### config.mk
export PLATFORM = sky130hd
export DESIGN_NAME = seqclass_ctrl
export DESIGN_NICKNAME = d
export VERILOG_FILES = /design/src/rtl/seqclass_pkg.sv /design/src/rtl/seqclass_score_buf.sv /design/src/rtl/seqclass_argmax.sv /design/src/rtl/seqclass_ctrl.sv
export SDC_FILE = /design/constraint.sdc
export NUM_CORES = 1
export LEC_CHECK = 0
export ABC_AREA = 1
export ABC_CLOCK_PERIOD_IN_PS = 4000
export CAP_MARGIN = 5
export CORE_MARGIN = 3
export CORE_UTILIZATION = 40
export DETAILED_ROUTE_END_ITERATION = 16
export DONT_BUFFER_PORTS = 1
export PLACE_DENSITY_LB_ADDON = 0.3
export SKIP_CTS_REPAIR_TIMING = 1
export SYNTH_ARGS = -nofsm -noshare
export SYNTH_HDL_FRONTEND = slang
export SYNTH_SLANG_ARGS = --single-unit
### constraint.sdc
create_clock -name clk -period 4 [get_ports clk]
set_input_delay 1.2 -clock clk [delete_from_list [all_inputs] [get_ports clk]]
set_output_delay 1.2 -clock clk [all_outputs]
set_load 0.005 [all_outputs]
### src/rtl/seqclass_pkg.sv
package seqclass_pkg;
  typedef enum logic [1:0] {
    ST_IDLE,
    ST_REQ,
    ST_WAIT,
    ST_SCAN
  } seq_state_t;
endpackage

### src/rtl/seqclass_score_buf.sv
module seqclass_score_buf #(
  parameter int DEPTH   = 10,
  parameter int SCORE_W = 16
) (
  input  logic                       clk,
  input  logic                       rst,
  input  logic                       we_i,
  input  logic [$clog2(DEPTH)-1:0]   waddr_i,
  input  logic [SCORE_W-1:0]         wdata_i,
  input  logic [$clog2(DEPTH)-1:0]   raddr_i,
  output logic [SCORE_W-1:0]         rdata_o
);
  localparam int AW = $clog2(DEPTH);
  localparam logic [AW-1:0] TOP = AW'(DEPTH - 1);

  logic [SCORE_W-1:0] mem [DEPTH];

  // Plain synchronous write and registered read, so block RAM can be inferred.
  always_ff @(posedge clk) begin
    if (we_i) mem[waddr_i] <= wdata_i;
    rdata_o <= mem[raddr_i];
  end


  buf_waddr_range_chk: assert property (@(posedge clk) disable iff (rst)
    we_i |-> waddr_i <= TOP);
endmodule

### src/rtl/seqclass_argmax.sv
module seqclass_argmax #(
  parameter int N_CLASS = 10,
  parameter int SCORE_W = 16
) (
  input  logic                         clk,
  input  logic                         rst,
  input  logic                         go_i,
  output logic [$clog2(N_CLASS)-1:0]   rd_addr_o,
  input  logic [SCORE_W-1:0]           rd_data_i,
  output logic                         fin_o,
  output logic [$clog2(N_CLASS)-1:0]   best_idx_o
);
  localparam int IW = $clog2(N_CLASS);
  localparam logic [IW-1:0] LAST = IW'(N_CLASS - 1);

  logic               act_q, cv_q, fin_q;
  logic [IW-1:0]      iss_q, cidx_q, best_i_q;
  logic [SCORE_W-1:0] best_s_q;

  assign rd_addr_o  = iss_q;
  assign fin_o      = fin_q;
  assign best_idx_o = best_i_q;

  always_ff @(posedge clk) begin
    if (rst) begin
      act_q    <= 1'b0;
      cv_q     <= 1'b0;
      fin_q    <= 1'b0;
      iss_q    <= '0;
      cidx_q   <= '0;
      best_i_q <= '0;
      best_s_q <= '0;
    end else begin
      fin_q  <= 1'b0;
      cv_q   <= act_q;
      cidx_q <= iss_q;
      if (go_i) begin
        act_q <= 1'b1;
        iss_q <= '0;
      end else if (act_q) begin
        if (iss_q == LAST) act_q <= 1'b0;
        else               iss_q <= iss_q + 1'b1;
      end
      if (cv_q) begin
        // Strict greater-than keeps the earlier index on a tie.
        if (cidx_q == '0 || rd_data_i > best_s_q) begin
          best_s_q <= rd_data_i;
          best_i_q <= cidx_q;
        end
        if (cidx_q == LAST) fin_q <= 1'b1;
      end
    end
  end


  best_idx_range_chk: assert property (@(posedge clk) disable iff (rst)
    fin_o |-> best_idx_o <= LAST);


  scan_step_chk: assert property (@(posedge clk) disable iff (rst)
    (cv_q && cidx_q != '0) |-> cidx_q == $past(cidx_q) + IW'(1));
endmodule

### src/rtl/seqclass_ctrl.sv
module seqclass_ctrl #(
  parameter int N_CLASS = 10,
  parameter int SCORE_W = 16
) (
  input  logic                               clk,
  input  logic                               rst,
  input  logic                               start_i,
  input  logic                               mode_i,
  input  logic                               thresh_wr_i,
  input  logic [SCORE_W-1:0]                 thresh_i,
  output logic                               cfg_req_o,
  output logic [$clog2(N_CLASS)-1:0]         cfg_page_o,
  input  logic                               score_valid_i,
  input  logic [SCORE_W-1:0]                 score_i,
  output logic                               score_ready_o,
  output logic [$clog2(N_CLASS)-1:0]         class_o,
  output logic                               done_o,
  output logic                               nomatch_o,
  output logic [$clog2(N_CLASS+1)-1:0]       reconf_cnt_o
);
  import seqclass_pkg::*;

  localparam int IW = $clog2(N_CLASS);
  localparam int CW = $clog2(N_CLASS + 1);
  localparam logic [IW-1:0] LAST = IW'(N_CLASS - 1);
  localparam logic [CW-1:0] FULL = CW'(N_CLASS);

  seq_state_t         state_q;
  logic               mode_q, done_q, nomatch_q;
  logic [IW-1:0]      page_q, class_q;
  logic [CW-1:0]      cnt_q;
  logic [SCORE_W-1:0] thresh_q;

  logic               take;
  logic               buf_we, scan_go, scan_fin;
  logic [IW-1:0]      rd_addr, best_idx;
  logic [SCORE_W-1:0] rd_data;

  assign take    = (state_q == ST_WAIT) && score_valid_i;
  assign buf_we  = take && mode_q;
  assign scan_go = buf_we && (page_q == LAST);

  seqclass_score_buf #(.DEPTH(N_CLASS), .SCORE_W(SCORE_W)) u_buf (
    .clk     (clk),
    .rst     (rst),
    .we_i    (buf_we),
    .waddr_i (page_q),
    .wdata_i (score_i),
    .raddr_i (rd_addr),
    .rdata_o (rd_data)
  );

  seqclass_argmax #(.N_CLASS(N_CLASS), .SCORE_W(SCORE_W)) u_scan (
    .clk        (clk),
    .rst        (rst),
    .go_i       (scan_go),
    .rd_addr_o  (rd_addr),
    .rd_data_i  (rd_data),
    .fin_o      (scan_fin),
    .best_idx_o (best_idx)
  );

  always_ff @(posedge clk) begin
    if (rst) thresh_q <= '0;
    else if (thresh_wr_i) thresh_q <= thresh_i;
  end

  always_ff @(posedge clk) begin
    if (rst) begin
      state_q   <= ST_IDLE;
      mode_q    <= 1'b0;
      done_q    <= 1'b0;
      nomatch_q <= 1'b0;
      page_q    <= '0;
      class_q   <= '0;
      cnt_q     <= '0;
    end else begin
      done_q <= 1'b0;
      unique case (state_q)
        ST_IDLE: if (start_i) begin
          mode_q    <= mode_i;
          page_q    <= '0;
          cnt_q     <= '0;
          class_q   <= '0;
          nomatch_q <= 1'b0;
          state_q   <= ST_REQ;
        end
        ST_REQ: begin
          cnt_q   <= cnt_q + 1'b1;
          state_q <= ST_WAIT;
        end
        ST_WAIT: if (take) begin
          if (mode_q) begin
            if (page_q == LAST) state_q <= ST_SCAN;
            else begin
              page_q  <= page_q + 1'b1;
              state_q <= ST_REQ;
            end
          end else if (score_i > thresh_q) begin
            class_q <= page_q;
            done_q  <= 1'b1;
            state_q <= ST_IDLE;
          end else if (page_q == LAST) begin
            nomatch_q <= 1'b1;
            done_q    <= 1'b1;
            state_q   <= ST_IDLE;
          end else begin
            page_q  <= page_q + 1'b1;
            state_q <= ST_REQ;
          end
        end
        ST_SCAN: if (scan_fin) begin
          class_q <= best_idx;
          done_q  <= 1'b1;
          state_q <= ST_IDLE;
        end
        default: state_q <= ST_IDLE;
      endcase
    end
  end

  assign cfg_req_o     = (state_q == ST_REQ);
  assign score_ready_o = (state_q == ST_WAIT);
  assign cfg_page_o    = page_q;
  assign class_o       = class_q;
  assign done_o        = done_q;
  assign nomatch_o     = nomatch_q;
  assign reconf_cnt_o  = cnt_q;


  done_single_chk: assert property (@(posedge clk) disable iff (rst)
    done_o |=> !done_o);


  one_cfg_chk: assert property (@(posedge clk) disable iff (rst)
    cfg_req_o |=> !cfg_req_o && score_ready_o);


  exh_count_chk: assert property (@(posedge clk) disable iff (rst)
    (done_o && mode_q) |-> reconf_cnt_o == FULL);


  hit_count_chk: assert property (@(posedge clk) disable iff (rst)
    (done_o && !mode_q && !nomatch_o) |-> reconf_cnt_o == CW'(class_o) + CW'(1));


  nomatch_class_chk: assert property (@(posedge clk) disable iff (rst)
    nomatch_o |-> (class_o == '0 && reconf_cnt_o == FULL && !mode_q));


  busy_start_chk: assert property (@(posedge clk) disable iff (rst)
    (state_q != ST_IDLE && start_i) |=> reconf_cnt_o >= $past(reconf_cnt_o));
endmodule

* Yosys cells after proc, flatten, opt, wreduce, memory -nomap -nowiden *
Memory sizes are Yosys's and may differ from the RTL's. A register that Yosys moved wholly into a read port is not among the register bits.
Cells that the tools add are included.

word-level totals
  register bits = 64
  memory bits (writable) = 160
  word-level logic and storage cells = 94
  memories kept = 1

memory list
  name       words  width  rd ports  clocked after Yosys merged registers in  wr ports  RTL line                  RTL
  u_buf.mem  10     16     1         1                                        1         seqclass_score_buf.sv:16  logic [SCORE_W-1:0] mem [DEPTH];

operators by class
  $add $sub $neg = 3
  $lt $le $gt $ge = 2
  equal/unequal tests = 14
  muxes and demuxes = 38
  bitwise operators = 2
  reductions and logical operators = 19

operators with widths
  operator                                               count
  two-way mux 4 bit                                      9
  > comparator 16 bit                                    2
  two-way mux 1 bit                                      18
  case mux 4 bit (2 select lines)                        2
  adder 4 x 1 -> 4 bit, second input constant            3
  equality test 4 bit, second input constant             3
  case mux 4 bit (3 select lines)                        1
  AND reduction 6 bit                                    2
  two-way mux 2 bit                                      5
  inequality test 2 x 1 -> 1 bit, second input constant  4
  case mux 2 bit (4 select lines)                        1
  AND reduction 2 bit                                    4
  inequality test 2 bit, second input constant           3
  equality test 2 bit, second input constant             2
  zero test 4 bit                                        1
  case mux 1 bit (2 select lines)                        2
  AND reduction 4 bit                                    1
  nonzero test 2 bit                                     2
  OR reduction 2 bit                                     2
  logical AND 1 bit                                      3
  inequality test 3 bit, second input constant           1
  AND reduction 3 bit                                    1
  nonzero test 3 bit                                     1
  equality test 2 x 1 -> 1 bit, second input constant    1
  3 further kinds                                        4

* Logic depth before layout (Yosys ltp) *
  depth in word-level cells = 6
  mapped depth = 16

* Cells and area by module *
A second synthesis with hierarchy kept.

second synthesis, totals
  cells, all modules = 1162
  area total of the unflattened synthesis = 10786.6 sq um

by module, submodules not included
  module              times used  cells each  area an instance (sq um)  sequential area each (sq um)
  seqclass_score_buf  1           647         7133.1                    5124.9
  seqclass_ctrl       1           266         1903.1                    660.6
  seqclass_argmax     1           249         1750.4                    620.6

* Least setup slack after synthesis *
OpenSTA, ideal clock, no wires.

  path kind = input-to-reg
  start = input port score_valid_i
  end = memory u_buf.mem[8][0] (enable)
  library setup time = 0.409 ns
  arrival = 2.727 ns
  data required time = 3.591 ns
  path slack = 0.864 ns
  cell stages on the path = 6
  buffers on the path = 0
  cell sequence = inv_1 -> nor2_2 -> inv_2 -> nor2_1 -> inv_2 -> nor3_1

on the way
  longest elaborated chain between the ends = 4

RTL lines
  item                                     RTL line                  RTL
  from (decl)                              seqclass_ctrl.sv:13       input logic score_valid_i,
  logical AND 1 bit                        seqclass_ctrl.sv:39       assign take = (state_q == ST_WAIT) && score_valid_i;
  logical AND 1 bit                        seqclass_ctrl.sv:40       assign buf_we = take && mode_q;
  two-way mux 1 bit                        seqclass_score_buf.sv:20  if (we_i) mem[waddr_i] <= wdata_i;
  two-way mux 1 bit (implied by the code)  seqclass_score_buf.sv:20
  to (decl)                                seqclass_score_buf.sv:16

No other way between the ends.

* Worst setup path in the final report *
  start = register state_q[0]
  end = output port cfg_req_o

on the way
  longest elaborated chain between the ends = 1

RTL lines
  item                          RTL line              RTL
  from (decl)                   seqclass_ctrl.sv:28   seq_state_t state_q;
  from (signal assigned)        seqclass_ctrl.sv:70   state_q <= ST_IDLE;
  from (signal assigned)        seqclass_ctrl.sv:86   state_q <= ST_REQ;
  from (signal assigned)        seqclass_ctrl.sv:90   state_q <= ST_WAIT;
  equality test 2 x 1 -> 1 bit  seqclass_ctrl.sv:122  assign cfg_req_o = (state_q == ST_REQ);
  to (decl)                     seqclass_ctrl.sv:11   output logic cfg_req_o,

No other way between the ends.

==> parameters.txt <==
Parameter                              Value

Finish
  Fraction of final layout cells with drive strength greater than 1    8.55%
  Number of inserted diodes    0
  Final net count    roughly 1000
  Footprint of the multi-input gates    0.00313 mm^2
  Filler cell count    approximately 2300
  Layout area overhead    12.0%
  Register cell area after layout    0.00641 mm^2

Placed design
  Placer Congestion    between 0.8 and 0.9
  Buffers on Ports    0
  Dpl hpwl    13200 um

Global route
  Total global-route track usage    between 15 and 20%
  Initial antenna violation count    1
  Vias in the first global route    6396
  Total global routing overflow    0
  First-pass GRT wire length    about 35000 um
  Pin count of the biggest net entering global routing    84

STA
  RSZ-0062 raised after global routing    false
  Setup violations, final    0
  Pins over their slew limit    0
  Total Neg Setup Slack    0 ns
  Post-layout min period    ~2.6 ns
  Hold violation total from the final report    0
  Worst slew margin relative to its limit    between 40% and 50%
  Maximum clock skew at final layout    0.0266 ns
  Achievable frequency    ~380 MHz
  Final worst hold slack    0.413 ns
  Final worst-path cycle share    65.5%
  Least-Margin Pin Slew    0.843 ns

Setup path
  Setup crit end kind    output port
  Nature of the critical path startpoint    register
  Endpoint of the worst register-to-register path    u_scan.best_s_q[14]
  Number of cells on the worst reg-to-reg path    12
  CP Launch Point    state_q[0]
  Endpoint required time on the critical path    2.80 ns
  Critical setup path kind    reg2out
  Reg-to-reg setup timing slack    1.50 ns
  Startpoint of the most critical register-to-register path    u_scan.best_s_q[15]
  Maximum fanout count along the critical path    6
  Worst setup path endpoint    cfg_req_o
  CP arrival    1.42 ns

Yosys
  Synthesis Warnings    0
  Adder and majority gate portion of the synthesized area    4.85%
  Synth Area in Simple Gates    between 10% and 20%
  Largest family of logic cells by synthesized area    compound AO/OA/AOI/OAI gates
  Synthesized area per cell    10.4 um^2
  Complex-gate fraction of the synthesized area    13.3%
  Number of instances in the synthesized netlist    roughly 970
  Leading post-synthesis cells by cell area    edfxtp_1 (48%), dfxtp_1 (16%), o21ai_0 (5.5%)
  Nets in the synthesized netlist    1042
  Xor/xnor share of the synthesized area    0%
  Distinct cell type count of the synthesized netlist    32
  Share of synthesized area occupied by flip-flops and latches    63.7%
  Area of the mapped netlist    0.0101 mm^2
  Seq cells post-synth    240
  Proportion of netlist area held by the largest area contributor    47.8%
  Share of synthesized area spent on multiplexers    0%
  Synth area leader    edfxtp_1

Detailed routing
  Number of DRC markers in iteration 0    639
  Total detailed-routing wirelength    22300 um
  Ratio of routed vias to standard cells    5.21
  Drt first pass iters    5
  DRC violations left    0
  Post-route antenna net violation count    0
  Detailed-route via count    about 6800
  Avg WL per Cell    17.1 um

Hold path
  Depth of the worst hold-timing path    1
  Hold WC Path Type    reg2reg

Floorplanning
  Initial Utilization    41.0%
  I/O pin count    54
  Die width    165 um
  Die Span Y    165 um
  Core area    0.0245 mm^2
  Number of cell rows    57
  Full die area    between 0.02 and 0.03 mm^2

Clock tree
  Clock input transition at the sequential cells of the worst setup and hold paths    0.06 ns
  Clock tree root buffer cell    clkbuf_16
  Num Clock Sinks    240
  Clock tree from TritonCTS    built
  Later-pin clock latency in the skew report    0.53 ns
  Buffers from clock root to sink, at most    3
  Number of H-tree levels    1
  Total CTS buffers    25

Pwr
  Leakage Power    4.02 nW
  PD cells    460 mW/mm^2
  Worst-case vdd ir drop    between 0.3 and 0.4 mV

Flow run
  Count of max-cap constraint violations    0

Run status
  Status    completed
-- worst min-delay path by stage --
| stage | from | endpoint |
|---|---|---|
| final | u_scan.cidx_q[2] | u_scan.fin_o |
| after global routing | u_scan.cidx_q[2] | u_scan.fin_o |
| after CTS | u_scan.cidx_q[2] | u_scan.fin_o |
| after detailed placement | u_scan.cidx_q[2] | u_scan.fin_o |
| after global placement | u_scan.cidx_q[2] | u_scan.fin_o |
| after floorplan | u_scan.cidx_q[2] | u_scan.fin_o |
-- layout make-up --
class,count,area share [%]
inverter,96,3.27
sequential,240,56.9
tap,324,3.60
clock inverter,13,1.03
timing repair buffer,20,1.33
multi-input combinational,580,27.8
clock buffer,33,6.09
-- report_power, final --
group / switching [mW] / internal, mW
logic: 0.151 / 0.0731
registers: 0.0275 / 2.68
clock network: 0.918 / 1.33
total: 1.10 / 4.08
-- cells in the final DEF, fill, tap and decap left out --
cell	instances
clkinv_2	4
o22ai_1	8
nand4_1	7
buf_4	20
edfxtp_1	160
o211ai_1	8
clkbuf_16	25
o21ai_2	2
nor2_8	1
dfxtp_2	1
clkinv_1	7
o21ai_1	16
inv_1	86
bufinv_16	2
nor3_2	9
a21o_1	1
dfxtp_1	79
o21ai_0	111
nor3_1	7
a21oi_1	67
nand2_1	97
a21oi_4	1
or4_1	1
nand2_2	1
nor2_2	3
o221ai_1	24
nor2_1	137
nor3b_1	1
inv_8	1
clkbuf_8	3
inv_2	7
nand3_1	36
clkinv_4	1
nand3_2	1
clkbuf_1	5
inv_6	1
ha_1	39
or2_2	1
a211oi_1	1
-- cells by family (layout without fill, tap and decap cells) --
logic type | after synthesis | in the layout
simple gates | 302 | 302
fa+ha+maj | 39 | 39
buf+inv | 145 | 162
flops | 240 | 240
compound gates | 239 | 239
-- metal layers --
layer	wire (um)	vias to the layer above	share of wire [%]	global-route usage, %
met5	0	-	0	0
met4	429	0	1.9	5.26
met3	1750	32	7.8	3.74
met2	10100	198	45	27.3
met1	10100	3212	45	22.2
li1	-	3359	-	-
-- through the flow --
| step | power, mW | utilization [%] | setup slack, ns | area, um^2 | instances |
|---|---|---|---|---|---|
| global route | 5.38 | 45.9 | 1.20 | 11300 | 1306 |
| floorplan | 2.93 | - | 0.864 | 10100 | 965 |
| CTS | 5.23 | 45.9 | 1.36 | 11300 | 1306 |
| global placement | 2.98 | 42.6 | 1.17 | 10500 | 1260 |
| detailed placement | 2.98 | 42.6 | 1.14 | 10500 | 1260 |
| finish | 5.18 | 45.9 | 1.38 | 11300 | 1306 |
-- synth_stat cells (all sizes together) --
library cell  instances
edfxtp              160
nor2                141
o21ai               129
nand2                98
inv                  94
dfxtp                80
a21oi                68
ha                   39
nand3                37
clkbuf               34
o221ai               24
nor3                 16
buf                  15
o211ai                8
o22ai                 8
nand4                 7
clkinv                2
a211oi                1
a21o                  1
nor3b                 1
or2                   1
or4                   1
-- flip-flops by register name, summed over array words and instances (netlist names) --
signal,cells
u_scan.fin_o,1
u_scan.cv_q,1
u_scan.cidx_q,4
mode_q,1
nomatch_o,1
state_q,2
thresh_q,16
u_scan.best_idx_o,4
u_buf.mem,160
done_o,1
u_scan.best_s_q,16
u_scan.act_q,1
class_o,4
u_buf.rdata_o,16
reconf_cnt_o,4
cfg_page_o,4
u_scan.rd_addr_o,4
-- critical path: stages, from the launching register on --
cell	delay (ns)
dfxtp_1	0.53
inv_1	0.07
nor2_1	0.28
(Power assumes the default switching activity.)
